--- config.mk ---
export PLATFORM = sky130hd
export DESIGN_NAME = fdiv_mant_core
export DESIGN_NICKNAME = d
export VERILOG_FILES = /design/src/rtl/fdiv_pkg.sv /design/src/rtl/fdiv_ctrl.sv /design/src/rtl/fdiv_sign_exp.sv /design/src/rtl/fdiv_step.sv /design/src/rtl/fdiv_pack.sv /design/src/rtl/fdiv_mant_core.sv
export SDC_FILE = /design/constraint.sdc
export NUM_CORES = 1
export LEC_CHECK = 0
export ABC_AREA = 1
export BUFFER_PORTS_ARGS = -buffer_cell sky130_fd_sc_hd__buf_2
export CAP_MARGIN = 5
export CORE_UTILIZATION = 50
export CTS_CLUSTER_SIZE = 28
export DETAILED_ROUTE_END_ITERATION = 10
export HOLD_SLACK_MARGIN = 0.1
export PLACE_DENSITY = 0.73
export SLEW_MARGIN = 15
export SYNTH_ARGS = -nofsm -noshare
export SYNTH_HDL_FRONTEND = slang
export SYNTH_SLANG_ARGS = --single-unit
--- constraint.sdc ---
create_clock -name clk -period 2.2 [get_ports clk]
set_input_delay 0.22 -clock clk [delete_from_list [all_inputs] [get_ports clk]]
set_output_delay 0.22 -clock clk [all_outputs]
set_load 0.005 [all_outputs]
--- src/rtl/fdiv_pkg.sv ---
package fdiv_pkg;
  localparam int unsigned MANT_W_DEF = 24;
  localparam int unsigned SHIFT_DEF  = 27;
  localparam int unsigned EXP_W_DEF  = 10;

  typedef enum logic {
    ST_IDLE = 1'b0,
    ST_RUN  = 1'b1
  } run_state_e;
endpackage

--- src/rtl/fdiv_ctrl.sv ---
module fdiv_ctrl
  import fdiv_pkg::*;
#(
  parameter int unsigned STEPS = 51
) (
  input  logic clk,
  input  logic rst_n,
  input  logic in_valid,
  output logic in_ready,
  output logic accept,
  output logic step,
  output logic out_valid
);
  localparam int unsigned CNT_W = $clog2(STEPS);
  localparam logic [CNT_W-1:0] LAST = CNT_W'(STEPS - 1);

  run_state_e       state_q;
  logic [CNT_W-1:0] cnt_q;
  logic             done_q;

  assign in_ready = (state_q == ST_IDLE);
  assign accept   = in_valid && in_ready;
  assign step     = (state_q == ST_RUN);
  assign out_valid = done_q;

  always_ff @(posedge clk or negedge rst_n) begin
    if (!rst_n) begin
      state_q <= ST_IDLE;
      cnt_q   <= '0;
      done_q  <= 1'b0;
    end else begin
      done_q <= 1'b0;
      if (accept) begin
        state_q <= ST_RUN;
        cnt_q   <= '0;
      end else if (step) begin
        cnt_q <= cnt_q + 1'b1;
        if (cnt_q == LAST) begin
          state_q <= ST_IDLE;
          done_q  <= 1'b1;
        end
      end
    end
  end

  // acceptance closes the input side on the next cycle
  p_accept_blocks_r1: assert property (@(posedge clk) disable iff (!rst_n)
    accept |=> !in_ready);

  // the result cycle is also an accepting cycle
  p_ready_at_result_r1: assert property (@(posedge clk) disable iff (!rst_n)
    out_valid |-> in_ready);

  // result strobe lasts a single cycle
  p_strobe_single_r4: assert property (@(posedge clk) disable iff (!rst_n)
    out_valid |=> !out_valid);

  // counter never runs past the last step
  p_cnt_bound_r4: assert property (@(posedge clk) disable iff (!rst_n)
    step |-> (cnt_q <= LAST));
endmodule

--- src/rtl/fdiv_sign_exp.sv ---
module fdiv_sign_exp #(
  parameter int unsigned EXP_W = 10
) (
  input  logic             clk,
  input  logic             rst_n,
  input  logic             load,
  input  logic             a_sign,
  input  logic             b_sign,
  input  logic [EXP_W-1:0] a_exp,
  input  logic [EXP_W-1:0] b_exp,
  output logic             out_sign,
  output logic [EXP_W:0]   out_exp
);
  localparam int unsigned DIF_W = EXP_W + 1;

  logic [DIF_W-1:0] a_ext, b_ext;
  assign a_ext = {a_exp[EXP_W-1], a_exp};
  assign b_ext = {b_exp[EXP_W-1], b_exp};

  always_ff @(posedge clk or negedge rst_n) begin
    if (!rst_n) begin
      out_sign <= 1'b0;
      out_exp  <= '0;
    end else if (load) begin
      out_sign <= a_sign ^ b_sign;
      out_exp  <= a_ext - b_ext;
    end
  end

  // quotient sign follows operand signs
  p_sign_r2: assert property (@(posedge clk) disable iff (!rst_n)
    load |=> (out_sign != ($past(a_sign) == $past(b_sign))));

  // adding the divisor exponent back recovers the dividend exponent
  p_exp_r3: assert property (@(posedge clk) disable iff (!rst_n)
    load |=> (DIF_W'(out_exp + $past(b_ext)) == $past(a_ext)));
endmodule

--- src/rtl/fdiv_step.sv ---
module fdiv_step #(
  parameter int unsigned W = 51
) (
  input  logic [W-1:0] rem,
  input  logic         next_bit,
  input  logic [W-1:0] div,
  output logic [W-1:0] rem_nxt,
  output logic         qbit
);
  logic [W:0]   widened;
  logic [W-1:0] diff;

  always_comb begin
    widened = {rem, next_bit};
    diff    = widened[W-1:0] - div;
    qbit    = (widened >= {1'b0, div});
    rem_nxt = qbit ? diff : widened[W-1:0];
  end
endmodule

--- src/rtl/fdiv_pack.sv ---
module fdiv_pack #(
  parameter int unsigned MANT_W = 24,
  parameter int unsigned SHIFT  = 27,
  parameter int unsigned W      = 51
) (
  input  logic [SHIFT+1:0]  quo,
  input  logic [W-1:0]      rem,
  output logic [MANT_W-1:0] mant,
  output logic              guard,
  output logic              round,
  output logic              sticky
);
  localparam int unsigned LOW = SHIFT - MANT_W + 1;

  always_comb begin
    mant   = quo[SHIFT:LOW];
    guard  = quo[LOW-1];
    round  = quo[LOW-2];
    sticky = (|quo[LOW-3:0]) | (|rem);
  end
endmodule

--- src/rtl/fdiv_mant_core.sv ---
module fdiv_mant_core
  import fdiv_pkg::*;
#(
  parameter int unsigned MANT_W = MANT_W_DEF,
  parameter int unsigned SHIFT  = SHIFT_DEF,
  parameter int unsigned EXP_W  = EXP_W_DEF
) (
  input  logic              clk,
  input  logic              rst_n,
  input  logic              in_valid,
  output logic              in_ready,
  input  logic              a_sign,
  input  logic [EXP_W-1:0]  a_exp,
  input  logic [MANT_W-1:0] a_mant,
  input  logic              b_sign,
  input  logic [EXP_W-1:0]  b_exp,
  input  logic [MANT_W-1:0] b_mant,
  output logic              out_valid,
  output logic              out_sign,
  output logic [EXP_W:0]    out_exp,
  output logic [MANT_W-1:0] out_mant,
  output logic              out_guard,
  output logic              out_round,
  output logic              out_sticky
);
  localparam int unsigned WORK_W = MANT_W + SHIFT;
  localparam int unsigned QUO_W  = SHIFT + 2;

  logic accept, step;
  logic [WORK_W-1:0] dvd_q, div_q, quo_q, rem_q;
  logic [WORK_W-1:0] rem_nxt;
  logic              qbit;

  fdiv_ctrl #(.STEPS(WORK_W)) u_ctrl (
    .clk(clk), .rst_n(rst_n), .in_valid(in_valid), .in_ready(in_ready),
    .accept(accept), .step(step), .out_valid(out_valid)
  );

  fdiv_sign_exp #(.EXP_W(EXP_W)) u_sexp (
    .clk(clk), .rst_n(rst_n), .load(accept),
    .a_sign(a_sign), .b_sign(b_sign), .a_exp(a_exp), .b_exp(b_exp),
    .out_sign(out_sign), .out_exp(out_exp)
  );

  fdiv_step #(.W(WORK_W)) u_step (
    .rem(rem_q), .next_bit(dvd_q[WORK_W-1]), .div(div_q),
    .rem_nxt(rem_nxt), .qbit(qbit)
  );

  always_ff @(posedge clk or negedge rst_n) begin
    if (!rst_n) begin
      dvd_q <= '0;
      div_q <= '0;
      quo_q <= '0;
      rem_q <= '0;
    end else if (accept) begin
      dvd_q <= WORK_W'(a_mant) << SHIFT;
      div_q <= WORK_W'(b_mant);
      quo_q <= '0;
      rem_q <= '0;
    end else if (step) begin
      dvd_q <= dvd_q << 1;
      rem_q <= rem_nxt;
      quo_q <= {quo_q[WORK_W-2:0], qbit};
    end
  end

  fdiv_pack #(.MANT_W(MANT_W), .SHIFT(SHIFT), .W(WORK_W)) u_pack (
    .quo(quo_q[QUO_W-1:0]), .rem(rem_q),
    .mant(out_mant), .guard(out_guard), .round(out_round), .sticky(out_sticky)
  );

  // restoring invariant, the partial remainder stays below the divisor
  p_rem_below_div_r7: assert property (@(posedge clk) disable iff (!rst_n)
    (step && div_q[MANT_W-1]) |-> (rem_q < div_q));

  // with normalised operands the quotient fits the retained window
  p_quo_fits_r5: assert property (@(posedge clk) disable iff (!rst_n)
    (out_valid && div_q[MANT_W-1]) |-> (quo_q[WORK_W-1:QUO_W] == '0));

  // idle without a new operation keeps every result field
  p_hold_r8: assert property (@(posedge clk) disable iff (!rst_n)
    (in_ready && !in_valid) |=> ($stable(out_mant) && $stable(out_exp) &&
      $stable(out_sign) && $stable(out_guard) && $stable(out_round) &&
      $stable(out_sticky)));
endmodule

After elaboration in Yosys (flattened, before gate mapping)
Index checks and enable logic that the tools add are counted.

Logic and storage cells: 36. Output and inout bits: 41. Register bits after elaboration: 174. Input bits: 73.

Magnitude comparators: 1. Bitwise logic cells: 3. Reduce and logical (&&, ||, !) cells: 4. Muxes and demuxes: 15. Equal/unequal tests: 1. $add $sub $neg: 3.

Operators by type and width (count): two-way mux 51 bit (5); two-way mux 28 bit (2); greater-or-equal comparator 52 x 24 -> 1 bit (1); OR reduction 51 bit (1); subtractor 51 x 24 -> 51 bit (1); two-way mux 6 bit (2); subtractor 10 x 10 -> 11 bit (1); adder 6 x 1 -> 6 bit, second input constant (1); equality test 6 bit, second input constant (1); two-way mux 1 bit (6); nonzero test 2 bit (1); OR reduction 2 bit (1); logical AND 1 bit (1); NOT 1 bit (1); bitwise OR 1 bit (1); bitwise XOR 1 bit (1).

Logic depth before layout (Yosys ltp)
Gate-level depths: netlist of run 1.

Depth in word-level cells: 4. Mapped depth: 17. Mapped depth without buffers: 16.

Hierarchy
A second synthesis of run 1 with hierarchy kept.

Cells, all modules: 2035. Area total of the unflattened synthesis: 12426.9 µm².

By module, submodules not included: fdiv_step (area an instance 5452.7 µm², instances 1, cells an instance 1167, seq. area each 0.0 µm²); fdiv_mant_core (area an instance 5137.4 µm², instances 1, cells an instance 581, seq. area each 3203.1 µm²); fdiv_sign_exp (area an instance 1034.7 µm², instances 1, cells an instance 157, seq. area each 300.3 µm²); fdiv_ctrl (area an instance 410.4 µm², instances 1, cells an instance 53, seq. area each 200.2 µm²); fdiv_pack (area an instance 391.6 µm², instances 1, cells an instance 77, seq. area each 0.0 µm²).

Worst setup path before layout of run 1
No wires, ideal clock.

Path type: flip-flop to flip-flop. Start point: reg dvd_q[50]. End point: reg rem_q[2]. Clock period less this slack: 2.276 ns. Path buffers: 2. Arrival time: 2.152 ns. Setup slack: -0.076 ns. Required time: 2.076 ns. Library setup time: 0.124 ns. Cell stages (with the launch flop): 16. Path through: dfrtp_1 -> inv_1 -> ha_1 -> inv_1 -> fa_1 -> nand2_1 -> nand3_1 -> and2_1 -> nand3b_1 -> nand3_2 -> nand2_2 -> nand2_2 -> buf_6 -> buf_6 -> o211ai_1 -> nand2_1.

Longest elaborated chain between the ends: 4. Elaborated cells between the ends (all ways): 5. Classes of those cells: 1 x add/sub; 1 x order compare; 3 x mux.

RTL lines: from (decl) (line fdiv_mant_core.sv:30) `logic [WORK_W-1:0] dvd_q, div_q, quo_q, rem_q;`; from (signal assigned) (line fdiv_mant_core.sv:57) `dvd_q <= WORK_W'(a_mant) << SHIFT;`; from (signal assigned) (line fdiv_mant_core.sv:62) `dvd_q <= dvd_q << 1;`; subtractor 51 x 24 -> 51 bit or greater-or-equal comparator 52 x 24 -> 1 bit (tied branches) (line fdiv_step.sv:15, fdiv_step.sv:16); two-way mux 51 bit (*) (line fdiv_step.sv:17) `rem_nxt = qbit ? diff : widened[W-1:0];`; two-way mux 51 bit (*) (line fdiv_mant_core.sv:61) `end else if (step) begin`; two-way mux 51 bit (*) (line fdiv_mant_core.sv:56) `end else if (accept) begin`; to (signal assigned) (line fdiv_mant_core.sv:63) `rem_q <= rem_nxt;`; to (decl) (line fdiv_mant_core.sv:30).

Every way passes the cells marked *; elsewhere a longest branch is shown, timed or not. The select of a mux whose other input is x is not followed. A chain may end at the register's enable or synchronous reset.

Final worst setup path of run 1
Start point: reg rem_q[10]. End point: out out_sticky.

Longest elaborated chain between the ends: 2.

RTL lines: OR reduction 51 bit (line fdiv_pack.sv:19) `sticky = (|quo[LOW-3:0]) | (|rem);`; bitwise OR 1 bit (line fdiv_pack.sv:19); to (decl) (line fdiv_mant_core.sv:24) `output logic out_sticky`.

No other way between the ends.

==> results of run 1 <==
[per-layer routing]
layer  track usage (%)  wire (um)  up-vias
met4              11.7       1180        0
met3              5.84       2730      110
met2              53.3      15400      549
li1                  -          -     4924
met5                 0          0        -
met1              41.5      13000     4888
[logic make-up (layout without fill, tap and decap cells)]
logic type                 count (synthesis)  in the layout
DFF                                      147            147
and+or+nand+nor                          752            752
adders and majority gates                 38             38
xor gates and xnor gates                  26             26
buffers and inverters                    293            556
AOI/OAI and AO/OA                        154            154
[sequential cells by signal (all words and copies together) (netlist names)]
signal / count
u_sexp.out_sign: 1
u_ctrl.cnt_q: 6
div_q: 24
u_ctrl.step: 1
rem_q: 51
u_sexp.out_exp: 11
quo_q: 28
u_ctrl.out_valid: 1
dvd_q: 24
[area by class of cell]
| class | instances | area (um2) | share of cell area, % |
|---|---|---|---|
| multi-input cells | 970 | 5550 | 41.2 |
| well taps | 260 | 325 | 2.42 |
| clock buffers | 19 | 443 | 3.29 |
| clock inverters | 13 | 138 | 1.02 |
| repair buffers | 298 | 2460 | 18.3 |
| flip-flops and latches | 147 | 3680 | 27.4 |
| inverters | 226 | 863 | 6.42 |
[per-stage QoR]
| step | util, % | instance area [um2] | worst slack, ns | hold slack, ns |
|---|---|---|---|---|
| 5_1_grt | 71.5 | 13500 | -0.436 | 0.186 |
| 6_report | 71.5 | 13500 | -0.401 | 0.161 |
| 2_1_floorplan | - | 9650 | -0.00883 | -0.0756 |
| 3_3_place_gp | 58.8 | 11100 | -0.0821 | 0.214 |
| 4_1_cts | 67.8 | 12800 | -0.304 | 0.157 |
| 3_5_place_dp | 58.8 | 11100 | -0.118 | 0.219 |
[final timing paths]
path | start | to | slack, ns | depth (start not counted)
worst max-delay path | rem_q[10] | out_sticky | -0.40 | 7
max in group asynchronous | rst_n | u_ctrl.step | 1.20 | 3
worst min register to register | quo_q[27] | quo_q[27] | 0.49 | 2
worst max register to register | dvd_q[50] | rem_q[39] | -0.25 | 17
worst min-delay path | b_exp[1] | u_sexp.out_exp[1] | 0.16 | 3
min in group asynchronous | rst_n | div_q[18] | 0.32 | 2
[timing repair]
item	in CTS	in global routing
hold buffers	52	0
hold endpoints to repair	96	0
cloned	9	4
buffers inserted	14	9
gates resized for setup	71	164
endpoints found under the setup margin	46	53
pin swaps	27	67
[synthesized netlist by cell type (2+ instances only)]
cell	number
nand2_1	494
inv_1	224
dfrtp_1	147
nor2_1	90
nand3_1	79
o21ai_0	50
nand4_1	37
ha_1	36
a21oi_1	31
clkbuf_1	28
o22ai_1	28
buf_4	26
xnor2_1	22
nor3_1	19
o21ai_1	18
nor2_2	10
o211ai_1	8
a22oi_1	7
buf_1	7
nor4_1	7
nand3b_1	5
and2_1	4
buf_6	4
xor2_1	4
nand2_2	3
buf_2	2
fa_1	2
inv_2	2
nand3_2	2
o21bai_1	2
o221ai_1	2
or2_2	2
[where the power goes]
part / internal (W) / switching, W
sequential: 0.00394 / 0.000914
combinational: 0.00639 / 0.00847
clock: 0.00163 / 0.00133
[worst max-delay path, cell delays in order (launching register included)]
cell and delay, ns:
dfrtp_1 0.43, buf_4 0.18, nor4_1 0.33, nand4_1 0.32
nor4_2 0.23, buf_4 0.17, nand4_1 0.11, buf_2 0.17
==> impl_metrics.csv, run 1 <==
group,metric,value,unit
run_status,run_status,"complete, but fails checks",
run_status,failed_checks,"negative setup slack",
hold_path,hold_path.class,"primary input to flip-flop",
timing,period_minus_slack,2.60,ns
cells_and_area,antennaDiodeCount,0,
global_routing,antenna_found_initial,0,
synthesis,synth_edf_count,0,
synthesis,yosys.area.top_type,"dfrtp_1",
power_and_ir_drop,p_leak,6.87,nW
power_and_ir_drop,power.density,1680,nW/um2
timing,setup_ws,-0.401,ns
synthesis,synth_seq_area_share,38.1,%
synthesis,synth_area_leaders,"dfrtp_1, nand2_1, inv_1, ha_1, nand3_1",
synthesis,synthCells,1410,
global_routing,grt_pass1_wl,49500,um
power_and_ir_drop,power,0.0227,W
synthesis,synth_top_family_by_area,"simple AND/OR/NAND/NOR gates",
synthesis,synthFlopType,"dfrtp_1",
timing,fmax,384,MHz
setup_path,critPathLaunchType,"flip-flop",
cells_and_area,final_cell_mix,"nand2_1, inv_1, dfrtp_1, buf_2, buf_4",
cells_and_area,syn2layout_area_growth,39.5,%
setup_path,critPathCaptureType,"primary output",
place,place.gp.congestion,0.971,
clock_network,cts_root_buf,"clkbuf_16",
detailed_routing,wire_per_inst,16.7,um
setup_path,cp.arrival,2.38,ns
clock_network,cts_sinks,147,
place,dp_hpwl,20100,um
power_and_ir_drop,peakVddDrop,0.765,mV
setup_path,required,1.98,ns
global_routing,grt_max_degree,77,
clock_network,ctsLongestPathBuffers,2,
setup_path,crit_fanout,3,
synthesis,synth_xor_xnor_area_share,2.36,%
detailed_routing,final_antenna_net_count,0,
synthesis,synth.net_count,1521,
floorplan,die_w,141,um
detailed_routing,finalWirelength,32400,um
flow_run,maxCapViolations,0,
synthesis,yosys.area_share.simple,32.5,%
synthesis,ys_async_sr_fraction,100,%
place,dp_cells,1822,
cells_and_area,final_common_cell,"nand2_1",
floorplan,num_rows,50,
detailed_routing,drt-pass1-iter-count,6,
cells_and_area,nets,1771,
setup_path,criticalPathCategory,"flip-flop to primary output",
clock_network,cts_buffers,17,
cells_and_area,fill_cells,1365,
detailed_routing,first_iter_violations,1024,
timing,finalSetupViolCount,52,
global_routing,grt_pass1_vias,10010,
clock_network,clk_pin_slew_worst_paths,0.06,ns
timing,setup_tns,-7.23,ns
timing,hold_viol_final,0,
detailed_routing,drc,0,
synthesis,synth_top_area_share,38.1,%
floorplan,coreArea,18800,um2
timing,slew_violations,0,
synthesis,mappedNetlistArea,9640,um2
cells_and_area,final_cell_count_no_fill,1933,
synthesis,ys_ff_latch,147,
timing,slew_headroom,55.1,%
synthesis,synth-compound-area-share,9.16,%
synthesis,ys_types,40,
floorplan,dieArea,19800,um2
synthesis,syn_avg_cell_area,6.84,um2
global_routing,grt_use_total,32.0,%
clock_network,tritoncts,"done",
timing,period_share,118,%
timing,worstMarginPinSlew,0.673,ns
timing,clock_skew,0.0109,ns
detailed_routing,vias_per_cell,5.42,
synthesis,synthAdderAreaFrac,5.09,%
floorplan,die_h,141,um
timing,rsz0062_at_grt,"true",
floorplan,initial_core_util,51.2,%
detailed_routing,dr_total_vias,10471,
clock_network,htreeDepth,4,
synthesis,synthMuxAreaShare,0,%
place,io_buffer_count,113,
global_routing,grt_overflow,0,
cells_and_area,drive_gt1_share,27.3,%
synthesis,yosysWarnings,0,
floorplan,io_pins,114,
clock_network,clock_latency,0.44,ns
Power figures use the tool's default switching activity.
==> run 2, diff against run 1 <==
==> constraint.sdc (replaced) <==
create_clock -name clk -period 2.2 [get_ports clk]
set_input_delay 0.11 -clock clk [delete_from_list [all_inputs] [get_ports clk]]
set_output_delay 0.11 -clock clk [all_outputs]
set_load 0.005 [all_outputs]
==> run 2 against run 1 <==
The run still ends with negative setup slack left. Global-route usage grew 0.092 points. Hold slack worse by 0.036 ns. Non-clock buffer count is 10 higher. Utilization fell by 0.78 points. Sequential power is 3% lower. Routed wire length shrank 2.8%. Maximum frequency rose by 7.0%. Critical path type is now flip-flop to flip-flop. Critical endpoint is now rem_q[20]. Largest power group unchanged. Highest routed layer unchanged.
==> impl_metrics.csv, run 2 (synthesis gave the netlist of run 1 again) <==
group,metric,value,unit
timing,period_share,111,%
run_status,run_status,"complete, but fails checks",
place,dpl_cell_area,11100,um2
power_and_ir_drop,power.density,1700,nW/um2
clock_network,htreeDepth,4,
floorplan,io_pins,114,
clock_network,ctsLongestPathBuffers,2,
place,dp_hpwl,20100,um
detailed_routing,drt-pass1-iter-count,5,
floorplan,die_h,141,um
cells_and_area,final_cell_mix,"nand2_1, inv_1, dfrtp_1, buf_4, buf_2",
power_and_ir_drop,p_leak,6.87,nW
detailed_routing,wire_per_inst,16.2,um
timing,hold_viol_final,0,
cells_and_area,top_regs,"rem_q x51, quo_q x28",
global_routing,antenna_found_initial,0,
detailed_routing,vias_per_cell,5.34,
clock_network,cts_root_buf,"clkbuf_16",
global_routing,grt_pass1_vias,10232,
cells_and_area,syn2layout_area_growth,38.0,%
run_status,failed_checks,"negative setup slack",
timing,period_minus_slack,2.43,ns
floorplan,dieArea,19800,um2
global_routing,grt_use_total,32.1,%
detailed_routing,finalWirelength,31400,um
setup_path,cp.arrival,2.75,ns
timing,setup_ws,-0.232,ns
timing,clock_skew,0.0105,ns
clock_network,cts_sinks,147,
floorplan,coreArea,18800,um2
timing,slew_headroom,53.9,%
power_and_ir_drop,peakVddDrop,0.880,mV
cells_and_area,antennaDiodeCount,0,
timing,hold_ws,0.125,ns
timing,slew_violations,0,
setup_path,critPathCaptureType,"flip-flop",
timing,worstMarginPinSlew,0.692,ns
clock_network,cts_buffers,17,
global_routing,grt_overflow,0,
cells_and_area,finalInstanceArea,13300,um2
timing,finalSetupViolCount,53,
detailed_routing,final_antenna_net_count,0,
setup_path,crit_fanout,7,
flow_run,maxCapViolations,0,
global_routing,grt_pass1_wl,49700,um
timing,fmax,411,MHz
timing,rsz0062_at_grt,"true",
clock_network,tritoncts,"done",
detailed_routing,dr_total_vias,10373,
global_routing,grt_max_degree,66,
clock_network,clk_pin_slew_worst_paths,0.07,ns
cells_and_area,fill_cells,1389,
cells_and_area,drive_gt1_share,25.6,%
hold_path,hold_path.class,"primary input to flip-flop",
clock_network,clock_latency,0.44,ns
detailed_routing,drc,0,
place,io_buffer_count,113,
cells_and_area,nets,1781,
floorplan,num_rows,50,
cells_and_area,final_common_cell,"nand2_1",
floorplan,die_w,141,um
detailed_routing,first_iter_violations,1149,
setup_path,criticalPathCategory,"flip-flop to flip-flop",
setup_path,critPathLaunchType,"flip-flop",
floorplan,initial_core_util,51.2,%
setup_path,required,2.52,ns
place,place.gp.congestion,0.984,
cells_and_area,largest_reg_flops,51,
cells_and_area,largest_register,"rem_q",
-- run 2: report_power, final --
part	switching [W]	leakage (nW)	internal [W]	total (W)
registers	0.000765	1.74	0.00393	0.00469
clock network	0.00133	0.295	0.00174	0.00307
logic	0.00836	4.84	0.00645	0.0148
-- run 2: worst paths after layout --
| path | start | end | slack (ns) | depth (start not counted) |
|---|---|---|---|---|
| worst min-delay path | a_exp[1] | u_sexp.out_exp[1] | 0.12 | 4 |
| max in group asynchronous | rst_n | rem_q[45] | 1.22 | 3 |
| min in group asynchronous | rst_n | div_q[19] | 0.23 | 2 |
| worst max register to register | dvd_q[50] | rem_q[20] | -0.23 | 17 |
| worst min register to register | quo_q[27] | quo_q[27] | 0.49 | 2 |
| worst max-delay path | dvd_q[50] | rem_q[20] | -0.23 | 17 |
-- run 2: area by class of cell --
type                    count  area (um2)  area share [%]
flip-flops and latches    147        3680            27.6
repair buffers            308        2450            18.4
well taps                 260         325            2.44
clock buffers              19         443            3.33
clock inverters            13         163            1.22
inverters                 226         851            6.39
multi-input cells         970        5400            40.5
-- run 2: worst max-delay path: stages (launching register included) --
cell      delay [ns]
dfrtp_1         0.38
inv_2           0.08
ha_4            0.13
inv_2           0.05
fa_2            0.39
nand2_2         0.09
nand3_2         0.07
and2_4          0.16
nand3b_1        0.10
nand3_2         0.12
nand2_4         0.12
nand2_8         0.09
buf_6           0.14
inv_4           0.06
buf_8           0.14
nand2_1         0.06
nand3_1         0.06
o21ai_1         0.07
-- run 2: repair_timing --
item,4_1_cts,5_1_grt
hold endpoints to repair,109,0
gates cloned,9,0
setup endpoints to repair,52,53
gates resized for setup,95,84
hold buffers,54,0
setup buffers,17,8
pin swaps,36,33
-- run 2: routing by layer --
metal | up-vias | share of wire (%) | GRT usage (%)
li1 | 4952 | - | -
met1 | 4825 | 42 | 41.2
met2 | 480 | 47 | 53.2
met3 | 116 | 7.7 | 5.74
met4 | 0 | 3.9 | 13.6
met5 | - | 0 | 0
-- run 2: per-stage QoR --
| step | total power (W) | utilization [%] | TNS [ns] | setup slack, ns | cells |
|---|---|---|---|---|---|
| 5_1_grt | 0.0241 | 70.7 | -11.33 | -0.307 | 1943 |
| 3_3_place_gp | 0.0160 | 58.9 | -1.18 | -0.0638 | 1827 |
| 2_1_floorplan | 0.0120 | - | -0.00883 | -0.00883 | 1410 |
| 4_1_cts | 0.0205 | 68.9 | -1.53 | -0.131 | 1938 |
| 3_5_place_dp | 0.0162 | 58.9 | -3.88 | -0.144 | 1827 |
| 6_report | 0.0226 | 70.7 | -7.36 | -0.232 | 1943 |
==> run 3, diff against run 2 <==
--- a/config.mk
+++ b/config.mk
@@ -10,3 +10,3 @@
 export CAP_MARGIN = 5
-export CORE_UTILIZATION = 50
+export CORE_UTILIZATION = 35
 export CTS_CLUSTER_SIZE = 28
@@ -14,3 +14,2 @@
 export HOLD_SLACK_MARGIN = 0.1
-export PLACE_DENSITY = 0.73
 export SLEW_MARGIN = 15
==> constraint.sdc (replaced) <==
create_clock -name clk -period 2.2 [get_ports clk]
set_input_delay 0.44 -clock clk [delete_from_list [all_inputs] [get_ports clk]]
set_output_delay 0.44 -clock clk [all_outputs]
set_load 0.005 [all_outputs]
==> run 3 against run 2 <==
The run still ends with negative setup slack left. Critical path depth fell by 9. Largest power group unchanged. Final area decreased by 1.0%. Clock power is 5% lower.
==> impl_metrics.csv, run 3 (synthesis gave the netlist of run 1 again) <==
group,metric,value,unit
run_status,run_status,"complete, but fails checks",
detailed_routing,vias_per_cell,4.94,
clock_network,clk_pin_slew_worst_paths,0.07,ns
detailed_routing,drt-pass1-iter-count,6,
cells_and_area,drive_gt1_share,28.9,%
clock_network,tritoncts,"done",
floorplan,dieArea,28200,um2
global_routing,antenna_found_initial,0,
timing,clock_skew,0.0125,ns
cells_and_area,final_common_cell,"nand2_1",
global_routing,grt_pass1_wl,48800,um
detailed_routing,wire_per_inst,15.1,um
cells_and_area,largest_register,"rem_q",
hold_path,min_from,"a_mant[1]",
global_routing,grt_use_total,21.9,%
detailed_routing,drc,0,
hold_path,min_path_cells,3,
timing,period_minus_slack,2.54,ns
cells_and_area,antennaDiodeCount,0,
cells_and_area,fill_cells,2698,
setup_path,required,1.76,ns
setup_path,critPathLaunchType,"flip-flop",
clock_network,cts_root_buf,"clkbuf_16",
setup_path,critPathLaunch,"rem_q[15]",
detailed_routing,dr_total_vias,9810,
power_and_ir_drop,p_leak,6.76,nW
floorplan,die_w,168,um
timing,hold_viol_final,0,
timing,worstMarginPinSlew,0.503,ns
setup_path,critPathCaptureType,"primary output",
clock_network,clock_latency,0.43,ns
floorplan,coreArea,27000,um2
place,dpl_cell_area,11200,um2
timing,setup_tns,-4.60,ns
timing,slew_headroom,66.5,%
clock_network,htreeDepth,4,
setup_path,worstRegToRegCells,18,
power_and_ir_drop,power.density,1720,nW/um2
setup_path,cp.arrival,2.10,ns
floorplan,num_rows,60,
flow_run,maxCapViolations,0,
detailed_routing,first_iter_violations,634,
cells_and_area,syn2layout_area_growth,36.6,%
clock_network,cts_buffers,17,
power_and_ir_drop,peakVddDrop,0.746,mV
global_routing,grt_pass1_vias,9676,
setup_path,criticalPathCategory,"flip-flop to primary output",
setup_path,regToRegStartpoint,"dvd_q[50]",
floorplan,io_pins,114,
floorplan,initial_core_util,35.7,%
detailed_routing,final_antenna_net_count,0,
place,io_buffer_count,113,
timing,hold_ws,0.210,ns
timing,slew_violations,0,
cells_and_area,final_cell_mix,"nand2_1, inv_1, dfrtp_1, buf_4, buf_2",
place,dp_hpwl,21200,um
detailed_routing,finalWirelength,30100,um
cells_and_area,finalInstanceArea,13200,um2
timing,rsz0062_at_grt,"true",
global_routing,grt_max_degree,84,
setup_path,r2r_slack,-0.18,ns
timing,period_share,115,%
timing,setup_ws,-0.339,ns
setup_path,crit_fanout,2,
cells_and_area,regArea,3680,um2
cells_and_area,utilization,48.7,%
cells_and_area,multiInputGateArea,5510,um2
timing,finalSetupViolCount,50,
hold_path,whs_endpoint,"dvd_q[28]",
clock_network,ctsLongestPathBuffers,2,
global_routing,grt_overflow,0,
cells_and_area,largest_reg_flops,51,
floorplan,die_h,168,um
hold_path,hold_path.class,"primary input to flip-flop",
clock_network,cts_sinks,147,
setup_path,r2r-end,"rem_q[35]",
cells_and_area,top_regs,"rem_q x51, quo_q x28",
cells_and_area,nets,1743,
timing,fmax,394,MHz
run_status,failed_checks,"negative setup slack",
place,place.gp.congestion,0.967,
## run 3: cell count changes in the layout (fill, tap and decap cells not counted), sizes merged
cell	change
clkbuf	-1
clkinvlp	-1
inv	+5
dlygate4sd3	-53
buf	+14
bufinv	-2
## run 3: metal layers
layer | track usage, % | vias up | part of all wire (%)
met5 | 0 | - | 0
met4 | 6.94 | 0 | 1.6
met3 | 3.69 | 31 | 6.0
met2 | 36.5 | 286 | 47
met1 | 28.8 | 4617 | 45
li1 | - | 4876 | -
## run 3: worst max-delay path: stages, from the launching register on
cell	delay (ns)
dfrtp_1	0.39
nor4_2	0.33
buf_4	0.18
nand4_1	0.11
buf_6	0.16
nor4_4	0.13
buf_4	0.17
nand4_1	0.06
buf_2	0.14
## run 3: what timing repair did
item	CTS	global route
endpoints found under the hold margin	89	0
pin swaps	47	33
endpoints found under the setup margin	50	53
gates cloned	8	1
gates resized for setup	136	80
buffers inserted	21	17
hold buffers	1	0
## run 3: how the worst max path moves through the flow
| stage | end | depth (start not counted) | slack [ns] |
|---|---|---|---|
| detailed placement | rem_q[2] | 14 | -0.11 |
| global placement | rem_q[24] | 16 | -0.08 |
| CTS | out_sticky | 8 | -0.30 |
| floorplan | rem_q[2] | 15 | -0.009 |
| global route | out_sticky | 8 | -0.45 |
| finish | out_sticky | 8 | -0.34 |
## run 3: cell type report
cell class / count / share of cell area, %
repair buffers: 270 / 16.1
well taps: 341 / 3.24
flip-flops and latches: 147 / 28.0
clock buffers: 17 / 3.23
multi-input cells: 970 / 41.8
inverters: 226 / 6.48
clock inverters: 15 / 1.18
## run 3: power breakdown
part | switching (W) | internal, W
clock network | 0.00140 | 0.00152
registers | 0.000922 | 0.00394
logic | 0.00816 | 0.00677
total | 0.0105 | 0.0122
## run 3: per-stage QoR
| step | setup slack (ns) | total power (W) | std cells |
|---|---|---|---|
| after floorplan | -0.00883 | 0.0120 | 1410 |
| after global placement | -0.0800 | 0.0163 | 1912 |
| after detailed placement | -0.109 | 0.0165 | 1912 |
| after CTS | -0.295 | 0.0211 | 1973 |
| after global routing | -0.451 | 0.0245 | 1986 |
| final | -0.339 | 0.0227 | 1986 |
